File: src/rtl/dup_pkg.sv
package dup_pkg;

   // Which source supplies a pad's output value and enable
   typedef enum logic [1:0] {
      SRC_USER   = 2'd0,
      SRC_CFG    = 2'd1,
      SRC_USR_HZ = 2'd2,
      SRC_PARKED = 2'd3
   } drv_src_e;

   typedef struct packed {
      logic o;
      logic oe;
   } pad_drv_t;

   // Ownership order: locked override pin, then claim, then global tristate, then user
   function automatic drv_src_e pick_src(input logic locked,
                                         input logic claim,
                                         input logic tri_all);
      if (locked)       return SRC_PARKED;
      else if (claim)   return SRC_CFG;
      else if (tri_all) return SRC_USR_HZ;
      else              return SRC_USER;
   endfunction

endpackage

File: src/rtl/dup_ovr_ctrl.sv
module dup_ovr_ctrl #(
   parameter bit OVR_LEVEL = 1'b0
) (
   input  logic clk,
   input  logic rst_n,
   input  logic ovr_en_i,
   input  logic sense_i,
   output logic tri_all_o,
   output logic locked_o
);

   logic armed_q;

   always_ff @(posedge clk or negedge rst_n) begin
      if (!rst_n)        armed_q <= 1'b0;
      else if (ovr_en_i) armed_q <= 1'b1;
   end

   // The pin becomes an input in the same cycle the function is enabled
   assign locked_o  = armed_q | ovr_en_i;
   assign tri_all_o = ovr_en_i & (sense_i == OVR_LEVEL);

endmodule

File: src/rtl/dup_pin_mux.sv
module dup_pin_mux
   import dup_pkg::*;
(
   input  logic usr_o_i,
   input  logic usr_oe_i,
   input  logic cfg_o_i,
   input  logic cfg_oe_i,
   input  logic claim_i,
   input  logic tri_all_i,
   input  logic locked_i,
   output logic pad_o,
   output logic pad_oe_o
);

   drv_src_e src;
   pad_drv_t drv;

   always_comb begin
      src = pick_src(locked_i, claim_i, tri_all_i);
      unique case (src)
         SRC_CFG:    drv = '{o: cfg_o_i, oe: cfg_oe_i};
         SRC_USR_HZ: drv = '{o: usr_o_i, oe: 1'b0};
         SRC_PARKED: drv = '{o: 1'b0,    oe: 1'b0};
         default:    drv = '{o: usr_o_i, oe: usr_oe_i};
      endcase
   end

   assign pad_o    = drv.o;
   assign pad_oe_o = drv.oe;

endmodule

File: src/rtl/dup_arbiter.sv
module dup_arbiter #(
   parameter int NUM_PINS  = 8,
   parameter int SET_W     = 3,
   parameter bit HAS_OVR   = 1'b1,
   parameter int OVR_PIN   = NUM_PINS - 1,
   parameter bit OVR_LEVEL = 1'b0
) (
   input  logic                      clk,
   input  logic                      rst_n,
   input  logic                      ovr_en_i,
   input  logic [NUM_PINS-1:0]       usr_o_i,
   input  logic [NUM_PINS-1:0]       usr_oe_i,
   input  logic [NUM_PINS-1:0]       cfg_o_i,
   input  logic [NUM_PINS-1:0]       cfg_oe_i,
   input  logic [NUM_PINS-1:0]       cfg_claim_i,
   input  logic [NUM_PINS*SET_W-1:0] usr_set_i,
   input  logic [NUM_PINS-1:0]       pad_i,
   output logic [NUM_PINS-1:0]       pad_o,
   output logic [NUM_PINS-1:0]       pad_oe_o,
   output logic [NUM_PINS*SET_W-1:0] pad_set_o,
   output logic [NUM_PINS-1:0]       usr_in_o,
   output logic [NUM_PINS-1:0]       cfg_in_o
);

   localparam int SET_TOTAL = NUM_PINS * SET_W;

   // Elaboration-time parameter checks
   if (NUM_PINS < 2) begin : g_bad_pins
      $error("dup_arbiter: NUM_PINS must be at least 2");
   end
   if (SET_W < 1) begin : g_bad_set
      $error("dup_arbiter: SET_W must be at least 1");
   end
   if (OVR_PIN < 0 || OVR_PIN >= NUM_PINS) begin : g_bad_ovr
      $error("dup_arbiter: OVR_PIN out of range");
   end

   logic                tri_all;
   logic                ovr_locked;
   logic [NUM_PINS-1:0] locked_vec;

   if (HAS_OVR) begin : g_ovr
      dup_ovr_ctrl #(
         .OVR_LEVEL (OVR_LEVEL)
      ) u_ovr (
         .clk       (clk),
         .rst_n     (rst_n),
         .ovr_en_i  (ovr_en_i),
         .sense_i   (pad_i[OVR_PIN]),
         .tri_all_o (tri_all),
         .locked_o  (ovr_locked)
      );
   end else begin : g_no_ovr
      logic unused_ovr;
      assign unused_ovr = &{1'b0, clk, rst_n, ovr_en_i};
      assign tri_all    = 1'b0;
      assign ovr_locked = 1'b0;
   end

   for (genvar i = 0; i < NUM_PINS; i++) begin : g_pin
      if (i == OVR_PIN) begin : g_lock
         assign locked_vec[i] = ovr_locked;
      end else begin : g_free
         assign locked_vec[i] = 1'b0;
      end

      dup_pin_mux u_mux (
         .usr_o_i   (usr_o_i[i]),
         .usr_oe_i  (usr_oe_i[i]),
         .cfg_o_i   (cfg_o_i[i]),
         .cfg_oe_i  (cfg_oe_i[i]),
         .claim_i   (cfg_claim_i[i]),
         .tri_all_i (tri_all),
         .locked_i  (locked_vec[i]),
         .pad_o     (pad_o[i]),
         .pad_oe_o  (pad_oe_o[i])
      );

      // Pad settings stay with user logic on every pin
      assign pad_set_o[i*SET_W +: SET_W] = usr_set_i[i*SET_W +: SET_W];
   end

   // Input buffers stay live for both consumers
   assign usr_in_o = pad_i;
   assign cfg_in_o = pad_i;

   logic unused_w;
   assign unused_w = (SET_TOTAL == 0);

endmodule

File: config.mk
export PLATFORM = sky130hd
export DESIGN_NAME = dup_arbiter
export DESIGN_NICKNAME = d
export VERILOG_FILES = /design/src/rtl/dup_pkg.sv /design/src/rtl/dup_ovr_ctrl.sv /design/src/rtl/dup_pin_mux.sv /design/src/rtl/dup_arbiter.sv
export SDC_FILE = /design/constraint.sdc
export NUM_CORES = 1
export LEC_CHECK = 0
export BUFFER_PORTS_ARGS = -buffer_cell sky130_fd_sc_hd__buf_2
export CAP_MARGIN = 5
export CORE_ASPECT_RATIO = 1.25
export CORE_UTILIZATION = 23
export CTS_CLUSTER_DIAMETER = 50
export DETAILED_ROUTE_END_ITERATION = 10
export GPL_ROUTABILITY_DRIVEN = 1
export PLACE_DENSITY_LB_ADDON = 0.1
export SLEW_MARGIN = 40
export SYNTH_ARGS = -nofsm -noshare
export SYNTH_HDL_FRONTEND = slang
export SYNTH_HIERARCHICAL = 1
export SYNTH_SLANG_ARGS = --single-unit
export TNS_END_PERCENT = 20
File: constraint.sdc
create_clock -name clk -period 0.8 [get_ports clk]
set_input_delay 0.04 -clock clk [delete_from_list [all_inputs] [get_ports clk]]
set_output_delay 0.04 -clock clk [all_outputs]
set_load 0.005 [all_outputs]
==> results of run 1 <==
## cell type report
class | count | area, um2
fillers | 297 | 1640
multi-input cells | 57 | 357
flip-flops and latches | 1 | 25.0
well taps | 33 | 41.3
repair buffers | 71 | 389
## where the power goes
part	switching [W]	internal, W
logic	0.000118	0.000195
clock network	0	0
registers	0.0000000000000000000453	0.0000515
## through the flow
stage                     util (%)  TNS, ps  hold WS, ps  setup slack [ps]  power, W
final                         33.1     -928         80.0              -132  0.000365
after global routing          33.1    -1390         80.0              -185  0.000406
after CTS                     32.0     -990         80.0              -125  0.000357
after detailed placement      31.0    -2210         -183              -276  0.000344
after global placement        31.0    -1960         -184              -251  0.000340
after floorplan                  -        0         -256              51.9  0.000306
## Yosys cell counts
cell and n:
a21oi_1 8, buf_4 40, conb_1 1, dfrtp_1 1
mux2i_1 8, nand2_1 8, nor2_1 8, nor2b_1 1
or2_1 2, or3b_1 8
## worst paths after layout
path                                                  from                         endpoint
min reg2reg                g_ovr.u_ovr/armed_q$_DFFE_PN0P_  g_ovr.u_ovr/armed_q$_DFFE_PN0P_
min in group asynchronous                            rst_n  g_ovr.u_ovr/armed_q$_DFFE_PN0P_
max reg2reg                g_ovr.u_ovr/armed_q$_DFFE_PN0P_  g_ovr.u_ovr/armed_q$_DFFE_PN0P_
min                                          usr_set_i[11]                    pad_set_o[11]
max in group asynchronous                            rst_n  g_ovr.u_ovr/armed_q$_DFFE_PN0P_
max                                               ovr_en_i                      pad_oe_o[1]
## cell families after synthesis
logic type	Yosys count
flops	1
simple gates	27
other cells	1
compound gates	8
buf+inv	40
mux	8
## repair_timing
action	in CTS	in global routing
hold buffers	1	0
hold endpoints to repair	1	0
pin swaps	8	1
resized for setup	3	8
setup endpoints to repair	9	9
## metal layers
metal / vias to the layer above / GRT usage (%) / wire [um]
li1: 313 / - / -
met1: 261 / 7.42 / 445
met2: 47 / 16.4 / 701
met3: 14 / 1.52 / 168
met4: 0 / 4.37 / 65
met5: - / 0 / 0
==> impl_metrics.yaml, run 1 <==
final_layout:
  area_delta_synth_final_pct: 35.8
  fin_nets: 206
  largest_register: "g_ovr.u_ovr/armed_q"
  post_layout_nonfiller_instances: 162
  fin_area_um2: 812
  diodes: 0
  largest_reg_flops: 1
  drive_above_1_share_pct: 60.5
  final_cell_mix: "buf_2 (60), conb_1 (14), buf_4 (9)"
  layout_commonest_cell: "buf_2"
  reg.largest.list: "g_ovr.u_ovr/armed_q: 1 flops"
die:
  io_pins: 131
  start_util_pct: 24.4
  coreArea_um2: 2450
  die_area_um2: 2810
  die_w_um: 47.6
  fp.dieH_um: 59.0
  num_rows: 20
grt:
  grt_pass1_vias: 495
  grt_pass1_wl_um: 1790
  grt.total_usage_pct: 8.36
  antenna_found_initial: 0
  grt_overflow_total: 0
  grt_max_degree: 9
placement:
  dp_hpwl_um: 1200
  routabilityCongestion: 0.663
  dpl-instance-area_um2: 761
  dp.cells: 161
  io_buffers: 61
synthesis:
  avgSynthCellArea_um2: 7.04
  synthXorXnorAreaFrac_pct: 0
  ys_top_cells_by_area: "buf_4 (50%), mux2i_1 (13%), or3b_1 (12%)"
  synth_top_family_by_area: "buffers and inverters"
  yosys.area.top_type: "buf_4"
  yosys.area.top_type_share_pct: 50.2
  synth_cells: 85
  ys_ff_latch: 1
  yosys_warnings: 6
  synth_cell_types: 10
  synth_compound_area_share_pct: 6.69
  synth_mux_area_share_pct: 13.4
  yosys.area_share.adder_pct: 0
  synthSimpleGateAreaFrac_pct: 24.9
  syn_area_um2: 598
  seq_area_frac_synth_pct: 4.18
drt:
  vias: 635
  first_iter_violations: 0
  vias_per_cell: 3.92
  drc: 0
  first_pass_iters: 1
  wire_per_inst_um: 8.52
  ant_nets: 0
  wl_um: 1380
power_and_ir_drop:
  cellPowerDensity_nw_per_um2: 449
  p_leak_nw: 0.488
  ir_drop_v: 0.000263
timing:
  period_minus_slack_ps: 932
  fin_skew_ps: 0
  hold_viol_final: 0
  timing.fmax_mhz: 1070
  rsz0062_at_grt: "yes"
  finalWorstSetupSlack_ps: -132
  setup_viol: 9
  final.period_utilization_pct: 116
  maxSlewViolCount: 0
worst_setup_path:
  crit_type: "in -> out"
  endpoint_kind: "output pin"
  cpMaxStageDelayCell: "or3b_4"
  path_depth: 5
  critPathArrivalTime_ps: 890
  path_max_fanout: 8
  crit_family: "simple AND/OR/NAND/NOR gates"
  slowest_delay_ps: 370
  r2r_slack_ps: 120
  r2r_cells: 1
  worstPathBufferInverterCount: 2
  critPathRequiredTime_ps: 760
  cp_cell_sequence: "buf_6 > nor2b_4 > or3b_4 > a21oi_2 > buf_2"
  cp-start-kind: "input port"
status:
  violations: "negative setup slack"
  status: "finished, violations left"
hold_path:
  hold_depth: 0
  hp-class: "in -> out"
clock_tree:
  insertion_delay_ps: 0
  post_cts_buffers: 0
run:
  cap_violations: 0
Note: power is estimated with default switching activity, not from simulation.
==> run 2, diff against run 1 <==
GPL_TIMING_DRIVEN = 0   (was not set)
==> run 2 against run 1 <==
  * The run still ends with negative setup slack left
  * Final cell count rose by 43%
  * Highest routed layer is now met3
  * Fmax rose by 1.4%
  * Sequential power barely moved
==> impl_metrics.yaml, run 2 (synthesized netlist as in run 1, its figures left out) <==
status:
  status: "finished, violations left"
  violations: "negative setup slack"
power_and_ir_drop:
  p_int_w: 0.000402
  seqPwrFrac_pct: 8.9
  cellPowerDensity_nw_per_um2: 473
  p_comb_share_pct: 91.1
  switching_power_w: 0.000179
  clock_power_share_pct: 0
  swShare_pct: 30.8
  ir_drop_v: 0.000293
  p_leak_nw: 0.784
worst_setup_path:
  crit_type: "in -> out"
  cp_cell_sequence: "buf_6 > nor2b_4 > or3b_1 > a21oi_2 > buf_2"
  critPathRequiredTime_ps: 760
  crit_path_end: "pad_oe_o[7]"
  r2r_cells: 1
  endpoint_kind: "output pin"
  r2r_slack_ps: 110
  critPathLaunch: "ovr_en_i"
  reg2reg_from: "g_ovr.u_ovr/armed_q$_DFFE_PN0P_"
  critPathArrivalTime_ps: 880
  slowest_delay_ps: 370
  cpMaxStageDelayCell: "or3b_1"
  r2r-end: "g_ovr.u_ovr/armed_q$_DFFE_PN0P_"
  cp-start-kind: "input port"
  path_max_fanout: 8
timing:
  hold_viol_final: 0
  period_minus_slack_ps: 918
  timing.hold.ws_ps: 238
  final.period_utilization_pct: 115
  fin_skew_ps: 0
  timing.fmax_mhz: 1090
  maxSlewViolCount: 0
  setup_viol: 9
  finalWorstSetupSlack_ps: -118
  rsz0062_at_grt: "yes"
die:
  coreArea_um2: 2450
  num_rows: 20
  fp.dieH_um: 59.0
  die_area_um2: 2810
  io_pins: 131
  die_w_um: 47.6
  start_util_pct: 24.4
drt:
  first_pass_iters: 2
  wire_per_inst_um: 8.01
  drc: 0
  wl_um: 1850
  ant_nets: 0
  vias_per_cell: 3.81
  first_iter_violations: 5
  vias: 880
placement:
  dp_hpwl_um: 1710
  pre_cts_ws_ps: -258
  routabilityCongestion: 0.656
  io_buffers: 99
grt:
  grt_overflow_total: 0
  grt_pass1_vias: 606
  grt_max_degree: 9
  grt_pass1_wl_um: 2190
  antenna_found_initial: 0
  grt.total_usage_pct: 10.1
final_layout:
  area_delta_synth_final_pct: 105
  largest_reg_flops: 1
  fin_nets: 275
  reg.largest.list: "g_ovr.u_ovr/armed_q: 1 flops"
  diodes: 0
  largest_register: "g_ovr.u_ovr/armed_q"
  final_cell_mix: "buf_2 (98), buf_4 (40), conb_1 (14)"
  layout_commonest_cell: "buf_2"
  drive_above_1_share_pct: 73.2
clock_tree:
  cts.reportedPaths.clkPinSlew_ps: 0
  post_cts_buffers: 0
  insertion_delay_ps: 0
hold_path:
  hp-class: "in -> reg"
run:
  cap_violations: 0
==> run 2: cell types whose count changed in the layout (fill, tap and decap cells not counted), sizes merged <==
cell	change
buf	+69
==> run 2: critical path, delay by kind of cell <==
family | cells | cell delay [ps]
compound gates | 1 | 120
buf+inv | 2 | 210
simple gates | 2 | 510
==> run 2: how the worst min path moves through the flow <==
stage	start	end	slack, ps	cells after the start
5_1_grt	ovr_en_i	g_ovr.u_ovr/armed_q$_DFFE_PN0P_	250	2
2_1_floorplan	rst_n	g_ovr.u_ovr/armed_q$_DFFE_PN0P_	-260	0
3_5_place_dp	rst_n	g_ovr.u_ovr/armed_q$_DFFE_PN0P_	-180	1
3_3_place_gp	rst_n	g_ovr.u_ovr/armed_q$_DFFE_PN0P_	-180	1
6_report	ovr_en_i	g_ovr.u_ovr/armed_q$_DFFE_PN0P_	240	2
4_1_cts	ovr_en_i	g_ovr.u_ovr/armed_q$_DFFE_PN0P_	240	2
==> run 2: repair_timing <==
| item | CTS | global route |
|---|---|---|
| setup endpoints to repair | 9 | 9 |
| resized for setup | 3 | 5 |
| pin swaps | 9 | 0 |
| hold buffers | 1 | 0 |
| hold endpoints to repair | 1 | 0 |
==> run 2: through the flow <==
step | area (um2) | power [W] | TNS [ps] | cells | utilization, %
2_1_floorplan | 647 | 0.000306 | 0 | 98 | -
3_3_place_gp | 1180 | 0.000554 | -1920 | 230 | 48.3
3_5_place_dp | 1180 | 0.000566 | -1970 | 230 | 48.3
4_1_cts | 1210 | 0.000577 | -938 | 231 | 49.2
5_1_grt | 1230 | 0.000645 | -1330 | 231 | 50.0
6_report | 1230 | 0.000581 | -908 | 231 | 50.0
==> run 2: layer usage <==
layer,vias up,track usage [%],part of all wire [%]
met2,68,23.5,55
met5,-,0,0
li1,452,-,-
met4,0,0,0
met1,360,8.55,30
met3,0,0.915,15
==> run 2: cell type report <==
cell class	instances	area, um2
Fill cell	271	1230
Timing Repair Buffer	100	512
Multi-Input combinational cell	57	348
Buffer	40	300
Tap cell	33	41.3
Sequential cell	1	25.0
==> run 2: power groups by stage <==
stage / Sequential, W / Combinational [W] / Clock (W)
after floorplan: 0.0000515 / 0.000254 / 0
after global placement: 0.0000515 / 0.000503 / 0
after detailed placement: 0.0000515 / 0.000514 / 0
after CTS: 0.0000515 / 0.000526 / 0
after global routing: 0.0000515 / 0.000593 / 0
final: 0.0000515 / 0.000529 / 0
